**src/rtl/pcc_alu_pkg.sv**
```systemverilog
package pcc_alu_pkg;

    typedef enum logic [3:0] {
        OP_ADD  = 4'd0,
        OP_SUB  = 4'd1,
        OP_CMPU = 4'd2,
        OP_AND  = 4'd3,
        OP_OR   = 4'd4,
        OP_XOR  = 4'd5,
        OP_SHL  = 4'd6,
        OP_SHR  = 4'd7,
        OP_PF   = 4'd8
    } alu_op_e;

    typedef enum logic {
        ST_IDLE  = 1'b0,
        ST_ARMED = 1'b1
    } pf_state_e;

endpackage

```
**src/rtl/pcc_prefix_fsm.sv**
```systemverilog
module pcc_prefix_fsm
    import pcc_alu_pkg::*;
(
    input  logic clk,
    input  logic rst_n,
    input  logic op_valid,
    input  logic is_pf,
    output logic armed
);

    pf_state_e state, state_nx;

    // next-state logic: arm, rearm, consume, hold
    always_comb begin
        state_nx = state;
        unique case (state)
            ST_IDLE: begin
                if (op_valid && is_pf) state_nx = ST_ARMED;        // arm
            end
            ST_ARMED: begin
                if (op_valid && is_pf)       state_nx = ST_ARMED;  // rearm
                else if (op_valid)           state_nx = ST_IDLE;   // consume
            end
            default: state_nx = ST_IDLE;
        endcase
    end

    always_ff @(posedge clk) begin
        if (!rst_n) state <= ST_IDLE;
        else        state <= state_nx;
    end

    always_comb begin
        armed = (state == ST_ARMED);
    end

endmodule

```
**src/rtl/pcc_alu_core.sv**
```systemverilog
module pcc_alu_core
    import pcc_alu_pkg::*;
#(
    parameter int W = 8
) (
    input  logic [3:0]   opc,
    input  logic [W-1:0] si,
    input  logic [W-1:0] snd,
    input  logic         armed,
    input  logic         c_now,
    output logic [W-1:0] res,
    output logic         c_out,
    output logic         z_out,
    output logic         s_out,
    output logic         wr,
    output logic         upd
);

    localparam int WE = W + 1;

    alu_op_e        op;
    logic           cin_def;
    logic           cin;
    logic [WE-1:0]  sum;
    logic [W-1:0]   flag_src;

    always_comb begin
        op      = alu_op_e'(opc);
        cin_def = (op == OP_SUB) || (op == OP_CMPU);
        cin     = armed ? c_now : cin_def;
    end

    always_comb begin
        res      = '0;
        c_out    = c_now;
        wr       = 1'b0;
        upd      = 1'b0;
        sum      = '0;
        flag_src = '0;
        case (op)
            OP_ADD: begin
                sum      = {1'b0, si} + {1'b0, snd} + {{W{1'b0}}, cin};
                res      = sum[W-1:0];
                c_out    = sum[W];
                wr       = 1'b1;
                upd      = 1'b1;
                flag_src = sum[W-1:0];
            end
            OP_SUB, OP_CMPU: begin
                sum      = {1'b0, si} + {1'b0, ~snd} + {{W{1'b0}}, cin};
                res      = sum[W-1:0];
                c_out    = sum[W];
                wr       = (op == OP_SUB);
                upd      = 1'b1;
                flag_src = sum[W-1:0];
            end
            OP_AND: begin
                res = si & snd; wr = 1'b1; upd = 1'b1; flag_src = si & snd;
            end
            OP_OR: begin
                res = si | snd; wr = 1'b1; upd = 1'b1; flag_src = si | snd;
            end
            OP_XOR: begin
                res = si ^ snd; wr = 1'b1; upd = 1'b1; flag_src = si ^ snd;
            end
            OP_SHL: begin
                res      = {snd[W-2:0], cin};
                c_out    = snd[W-1];
                wr       = 1'b1;
                upd      = 1'b1;
                flag_src = {snd[W-2:0], cin};
            end
            OP_SHR: begin
                res      = {cin, snd[W-1:1]};
                c_out    = snd[0];
                wr       = 1'b1;
                upd      = 1'b1;
                flag_src = {cin, snd[W-1:1]};
            end
            default: ;
        endcase
    end

    always_comb begin
        z_out = (flag_src == '0);
        s_out = flag_src[W-1];
    end

endmodule

```
**src/rtl/pcc_alu.sv**
```systemverilog
module pcc_alu
    import pcc_alu_pkg::*;
#(
    parameter int W = 8
) (
    input  logic         clk,
    input  logic         rst_n,
    input  logic         op_valid,
    input  logic [3:0]   op_code,
    input  logic [W-1:0] si,
    input  logic [W-1:0] snd,
    output logic [W-1:0] result,
    output logic         res_wr,
    output logic         flag_c,
    output logic         flag_z,
    output logic         flag_s
);

    logic           armed;
    logic           is_pf;
    logic [W-1:0]   core_res;
    logic           core_c, core_z, core_s, core_wr, core_upd;

    always_comb is_pf = (op_code == OP_PF);

    pcc_prefix_fsm u_fsm (
        .clk      (clk),
        .rst_n    (rst_n),
        .op_valid (op_valid),
        .is_pf    (is_pf),
        .armed    (armed)
    );

    pcc_alu_core #(.W(W)) u_core (
        .opc   (op_code),
        .si    (si),
        .snd   (snd),
        .armed (armed),
        .c_now (flag_c),
        .res   (core_res),
        .c_out (core_c),
        .z_out (core_z),
        .s_out (core_s),
        .wr    (core_wr),
        .upd   (core_upd)
    );

    always_ff @(posedge clk) begin
        if (!rst_n) begin
            result <= '0;
            res_wr <= 1'b0;
            flag_c <= 1'b0;
            flag_z <= 1'b0;
            flag_s <= 1'b0;
        end else begin
            res_wr <= op_valid && core_wr;
            if (op_valid && core_wr) result <= core_res;
            if (op_valid && core_upd) begin
                flag_c <= core_c;
                flag_z <= core_z;
                flag_s <= core_s;
            end
        end
    end

endmodule

```
**config.mk**
```make
export PLATFORM = sky130hd
export DESIGN_NAME = pcc_alu
export DESIGN_NICKNAME = d
export VERILOG_FILES = /design/src/rtl/pcc_alu_pkg.sv /design/src/rtl/pcc_prefix_fsm.sv /design/src/rtl/pcc_alu_core.sv /design/src/rtl/pcc_alu.sv
export SDC_FILE = /design/constraint.sdc
export NUM_CORES = 1
export LEC_CHECK = 0
export ABC_AREA = 1
export CAP_MARGIN = 20
export CORE_UTILIZATION = 54
export DETAILED_ROUTE_END_ITERATION = 10
export PLACE_DENSITY = 0.81
export SLEW_MARGIN = 10
export SYNTH_ARGS = -nofsm -noshare
export SYNTH_HDL_FRONTEND = slang
export SYNTH_HIERARCHICAL = 1
export SYNTH_SLANG_ARGS = --single-unit
export TNS_END_PERCENT = 1
```
**constraint.sdc**
```tcl
create_clock -name clk -period 3.26 [get_ports clk]
set_clock_uncertainty 0.2 [all_clocks]
set_input_delay 0.652 -clock clk [delete_from_list [all_inputs] [get_ports clk]]
set_output_delay 0.652 -clock clk [all_outputs]
set_load 0.05 [all_outputs]
```
After elaboration in Yosys (flattened, before gate mapping)
Index checks and enable logic that the tools add are counted.
Widths: inputs -> output; s select.
{"block": "classes", "n_addsub": 4, "eq_ne": 8, "mux": 9, "n_bitwise": 5, "reduce_logical": 11}
{"operator": "$pmux 8 s7", "count": 1}
{"operator": "$add 8x8->9", "count": 2}
{"operator": "$add 9x1->9", "count": 2}
{"operator": "$eq 4x3->1 const B", "count": 4}
{"operator": "$and 8x8->8", "count": 1}
{"operator": "$eq 4x2->1 const B", "count": 2}
{"operator": "$logic_not 8->1", "count": 1}
{"operator": "$not 8->8", "count": 1}
{"operator": "$or 8x8->8", "count": 1}
{"operator": "$reduce_or 8->1", "count": 1}
{"operator": "$xor 8x8->8", "count": 1}
{"operator": "$reduce_or 6->1", "count": 1}
{"operator": "$mux 1", "count": 5}
{"operator": "$eq 4x1->1 const B", "count": 1}
{"operator": "$eq 4x4->1 const B", "count": 1}
{"operator": "$logic_not 4->1", "count": 1}
{"operator": "$pmux 1 s2", "count": 2}
{"operator": "$pmux 1 s4", "count": 1}
{"operator": "$reduce_bool 4->1", "count": 1}
{"operator": "$logic_and 1x1->1", "count": 3}
{"operator": "$reduce_and 2->1", "count": 1}
{"operator": "$reduce_or 2->1", "count": 1}
{"operator": "$logic_or 1x1->1", "count": 1}
{"operator": "$not 1->1", "count": 1}
{"block": "word_totals", "reg_bits": 13, "output_inout_bits": 12, "word_cells": 43}

Longest topological paths before layout
{"block": "depth", "word_depth": 6, "mapped_depth": 21, "depth_no_buf": 21}

By module
Netlist, hierarchy kept.
{"module": "pcc_alu_core", "n_inst": 1, "cells_per_inst": 281, "area_each_um2": 1467.7}
{"module": "pcc_alu", "n_inst": 1, "cells_per_inst": 76, "area_each_um2": 498.0}
{"module": "pcc_prefix_fsm", "n_inst": 1, "cells_per_inst": 6, "area_each_um2": 41.3}

Worst setup path before layout
No wires, ideal clock.
{"block": "synth_path", "kind": "input port to flip-flop", "start": "input port op_code[0]", "end": "register flag_z", "arrival_ps": 2761, "required_time_ps": 2996, "slack_ps": 235, "cell_stages": 21, "n_path_buf": 0, "path_cell_list": "inv_1 -> nand2_1 -> nand3_1 -> nand2_1 -> nand2_1 -> inv_1 -> fa_1 -> fa_1 -> nand2_2 -> nand2_2 -> nand3_1 -> nand2_1 -> nand2_1 -> nand3_1 -> nand2_1 -> inv_1 -> nor2_1 -> nand3_1 -> nor2_1 -> nor2_1 -> nor2_1"}
{"block": "synth_between", "elab_chain_cells": 6}
{"element": "start: declaration", "line": "pcc_alu.sv:9", "text": "input logic [3:0] op_code,"}
{"element": "$eq 4x1->1 / $eq 4x2->1 (equally long branches)", "line": "pcc_alu_core.sv:29, pcc_alu_core.sv:40"}
{"element": "$logic_or 1x1->1", "line": "pcc_alu_core.sv:29", "text": "cin_def = (op == OP_SUB) || (op == OP_CMPU);"}
{"element": "$mux 1", "line": "pcc_alu_core.sv:30", "text": "cin = armed ? c_now : cin_def;"}
{"element": "$add 9x1->9, on equally long branches", "line": "pcc_alu_core.sv:50, pcc_alu_core.sv:42"}
{"element": "$pmux 8 s7 (*)", "line": "pcc_alu_core.sv:40", "text": "case (op)"}
{"element": "$logic_not 8->1 (*)", "line": "pcc_alu_core.sv:85", "text": "z_out = (flag_src == '0);"}
{"element": "via core_z", "line": "pcc_alu.sv:22", "text": "logic core_c, core_z, core_s, core_wr, core_upd;"}
{"element": "end signal: assignment", "line": "pcc_alu.sv:60", "text": "flag_z <= core_z;"}
{"element": "end: declaration", "line": "pcc_alu.sv:15", "text": "output logic flag_z,"}
The timed path passes the listed nets; every way through them passes the cells marked *.
A chain may end at the register's enable or synchronous reset.

Final worst setup path
{"block": "layout_path", "start": "input port si[0]", "end": "register result[7]"}
{"block": "layout_between", "elab_chain_cells": 3}
{"element": "start: declaration", "line": "pcc_alu.sv:10", "text": "input logic [W-1:0] si,"}
{"element": "$add 8x8->9, on equally long branches", "line": "pcc_alu_core.sv:50, pcc_alu_core.sv:42"}
{"element": "$add 9x1->9, on equally long branches", "line": "pcc_alu_core.sv:50, pcc_alu_core.sv:42"}
{"element": "$pmux 8 s7 (*)"}
{"element": "via core_s", "line": "pcc_alu.sv:22"}
{"element": "end signal: assignment", "line": "pcc_alu.sv:57", "text": "if (op_valid && core_wr) result <= core_res;"}
{"element": "end: declaration", "line": "pcc_alu.sv:12", "text": "output logic [W-1:0] result,"}
Marks and branches as above.

==> results_dict.tcl <==
set metrics [dict create \
    run_status "finished, final reports clean" \
    cts_root_buffer "clkbuf_8" \
    slowest_stage "clkdlybuf4s50_1" \
    avgSynthCellArea_um2 5.529 \
    gp_congestion 0.9551 \
    p_per_area_nw_per_um2 262.7 \
    cp.required_ns 3.19 \
    dp.cells 459 \
    vias 2383 \
    ant_nets 0 \
    grt_pass1_vias 2230 \
    holdWs_ns 0.2929 \
    num-nets-final 470 \
    hp-class "flip-flop to flip-flop" \
    remaining_drc_errors 0 \
    core_area_um2 3442 \
    crit_path_start_kind "primary input" \
    synth_top_area_frac 0.1908 \
    grt_remaining_overflow 0 \
    finalCritPeriodShare 0.9411 \
    grt_max_degree 18 \
    maxSlewViolCount 0 \
    num_rows 21 \
    antenna_found_initial 0 \
    worstPathCellList "clkdlybuf4s50_1 > buf_4 > fa_2 > buf_4 > buf_4 > nand2_1 > nand2_1 > nand2_1 > nand3_1 > nand3_1 > nand2_1 > nor2_1 > inv_1 > nor2_1 > nor2_1" \
    max_cap_viol_count 0 \
    p_leak_uw 0.001530 \
    cts_sinks 13 \
    track_usage 0.3101 \
    clk_latency_ns 0.24 \
    synth_top_cell_by_area "nand2_1" \
    portBuffers 34 \
    finalHoldViolCount 0 \
    cts_tree "done" \
    critical_path_arrival_ns 3.00 \
    start_util 0.5831 \
    first_pass_iters 5 \
    synth_top_cells_by_area "nand2_1 (19%), ha_1 (14%), inv_1 (14%)" \
    path_class "primary input to flip-flop" \
    fillers 297 \
    clkTransAtPathRegs_ns 0.05 \
    setup_viol 0 \
    critical-path-top-delay-family "buffers and inverters" \
    cp-startpoint "si[0]" \
    synth_fp_nets 413 \
    syn_inst 363 \
    async_flop_share 0 \
    antennaDiodeCount 0 \
    die_h_um 62.97 \
    netlist_area_um2 2007 \
    yosysSeqAreaShare 0.1297 \
    rsz0062_at_grt "no" \
    wirelength_mm 5.860 \
    max_freq_ghz 0.3259 \
    vias_per_cell 5.125 \
    crit_fanout 3 \
    cts_buffers 3 \
    io_pins 35 \
    end_kind "flip-flop" \
    synth_edf_count 0 \
    cts_hold_buf 0 \
    min_period_ns 3.068 \
    tightest_slew_ns 0.5973 \
    drtIter0Drc 230 \
    synth_seq_cells 13 \
    synth_cell_types 24 \
    setup_tns_ns 0 \
    grt_pass1_wl_mm 9.770 \
    cpPeakStageDelay_ns 0.48 \
    synth_ff_type "dfxtp_1" \
    die_w_um 62.97 \
    cpMostUsedCell "nand2_1" \
    syn2layout_area_growth_pct 31.80 \
    worst-path-buf-inv 5 \
    ys_warn_count 6 \
    dieArea_um2 3965 \
    cts_buffer_depth 2 \
    cts_max_level 1 \
    drive_above_1_share 0.1360 \
    slew-limit-headroom 0.6003 \
    instances_no_fill 465 \
    routedWlPerCell_um 12.60 \
    vdd_drop_max_mv 0.2253 \
    hpwl_mm 4.587 \
]
[cells in the final DEF, fill, tap and decap left out, types with 4 or more instances in the layout]
cell             count
nand3_1             26
fa_2                 4
ha_1                23
clkdlybuf4s50_1     30
nor2_1              56
nand2_2              7
a21oi_1             12
dfxtp_1             13
inv_2                5
o21ai_0              7
o22ai_1              9
inv_1               72
nor2_2               4
buf_4               23
nand2_1             99
nand3_2              6
[per-layer routing]
layer  wire [um]  vias up  track usage
met1        2556     1043       0.4071
met2        2738      106       0.5188
li1            -     1222            -
met5           0        -            0
met3         495       12      0.04927
met4          70        0      0.08430
[worst register-to-register path, stage by stage, from the launching register on]
cell and delay [ns]:
dfxtp_1 0.32, inv_1 0.07, or2_2 0.31, nand2_4 0.09
inv_1 0.06, fa_2 0.38, fa_2 0.40, nand2_2 0.09
nand2_2 0.07, nand3_2 0.07, nand2_1 0.07, nand2_1 0.06
nand3_1 0.06, nand2_1 0.06, inv_1 0.05, nor2_2 0.13
nand3_1 0.09, nor2_1 0.09, nor2_1 0.05, nor2_1 0.09
[cell type report]
| cell class | count | area [um2] | area share |
|---|---|---|---|
| tap | 46 | 57.56 | 0.02176 |
| timing repair buffer | 57 | 515.5 | 0.1949 |
| multi-input combinational | 268 | 1478 | 0.5587 |
| clock buffer | 4 | 45.04 | 0.01703 |
| inverter | 77 | 289.0 | 0.1093 |
| sequential | 13 | 260.3 | 0.09839 |
[sequential cells by signal, summed over array words and instances, names as in the netlist, named ones only]
| name | cells |
|---|---|
| res_wr | 1 |
| flag_z | 1 |
| flag_c | 1 |
| flag_s | 1 |
| result | 8 |
[Yosys cell counts (2+ instances only)]
master / n
o21bai_1: 2
inv_2: 2
dfxtp_1: 13
buf_4: 3
o21ai_0: 8
nand3_1: 31
nor2_1: 58
nand2_1: 102
o22ai_1: 9
nand2_2: 5
ha_1: 23
nand4_1: 3
a21oi_1: 13
inv_1: 75
fa_1: 4
nor2_2: 2
nor3_1: 3
[cells by family after synthesis]
group	count (synthesis)	share of synthesized area
compound gates	33	0.09227
flops	13	0.1297
simple gates	208	0.4302
fa+ha+maj	27	0.1833
buf+inv	82	0.1646
[where the power goes]
part           internal, uW  leakage (uW)  switching (uW)  total, uW
Combinational           148       0.00140             229        377
Sequential              171      0.000107            6.03        177
Clock                  86.2     0.0000228            55.1        141
[path summary, 6_finish.rpt]
kind              depth (start not counted)  slack (ns)         to
setup reg to reg                         19        0.42     flag_z
setup / recovery                         15        0.19  result[7]
hold / removal                            2        0.29  flip-flop
hold reg to reg                           2        0.29  flip-flop
[repair_timing]
item                                    in CTS  in global routing
endpoints found under the setup margin       4                  9
pin swaps                                    1                  7
cloned                                       0                  0
buffers inserted                             1                  1
gates resized for setup                      9                 18
[through the flow]
step	setup WS [ns]	util	area [um2]	power (uW)
after global placement	-0.3077	0.7325	2521	529.2
after CTS	0.0001719	0.7525	2590	683.8
after floorplan	0.2354	-	2007	410.1
after global routing	0.00008149	0.7684	2645	749.0
final	0.1919	0.7684	2645	695.0
after detailed placement	-0.3889	0.7325	2521	535.3
(Power assumes the default switching activity.)
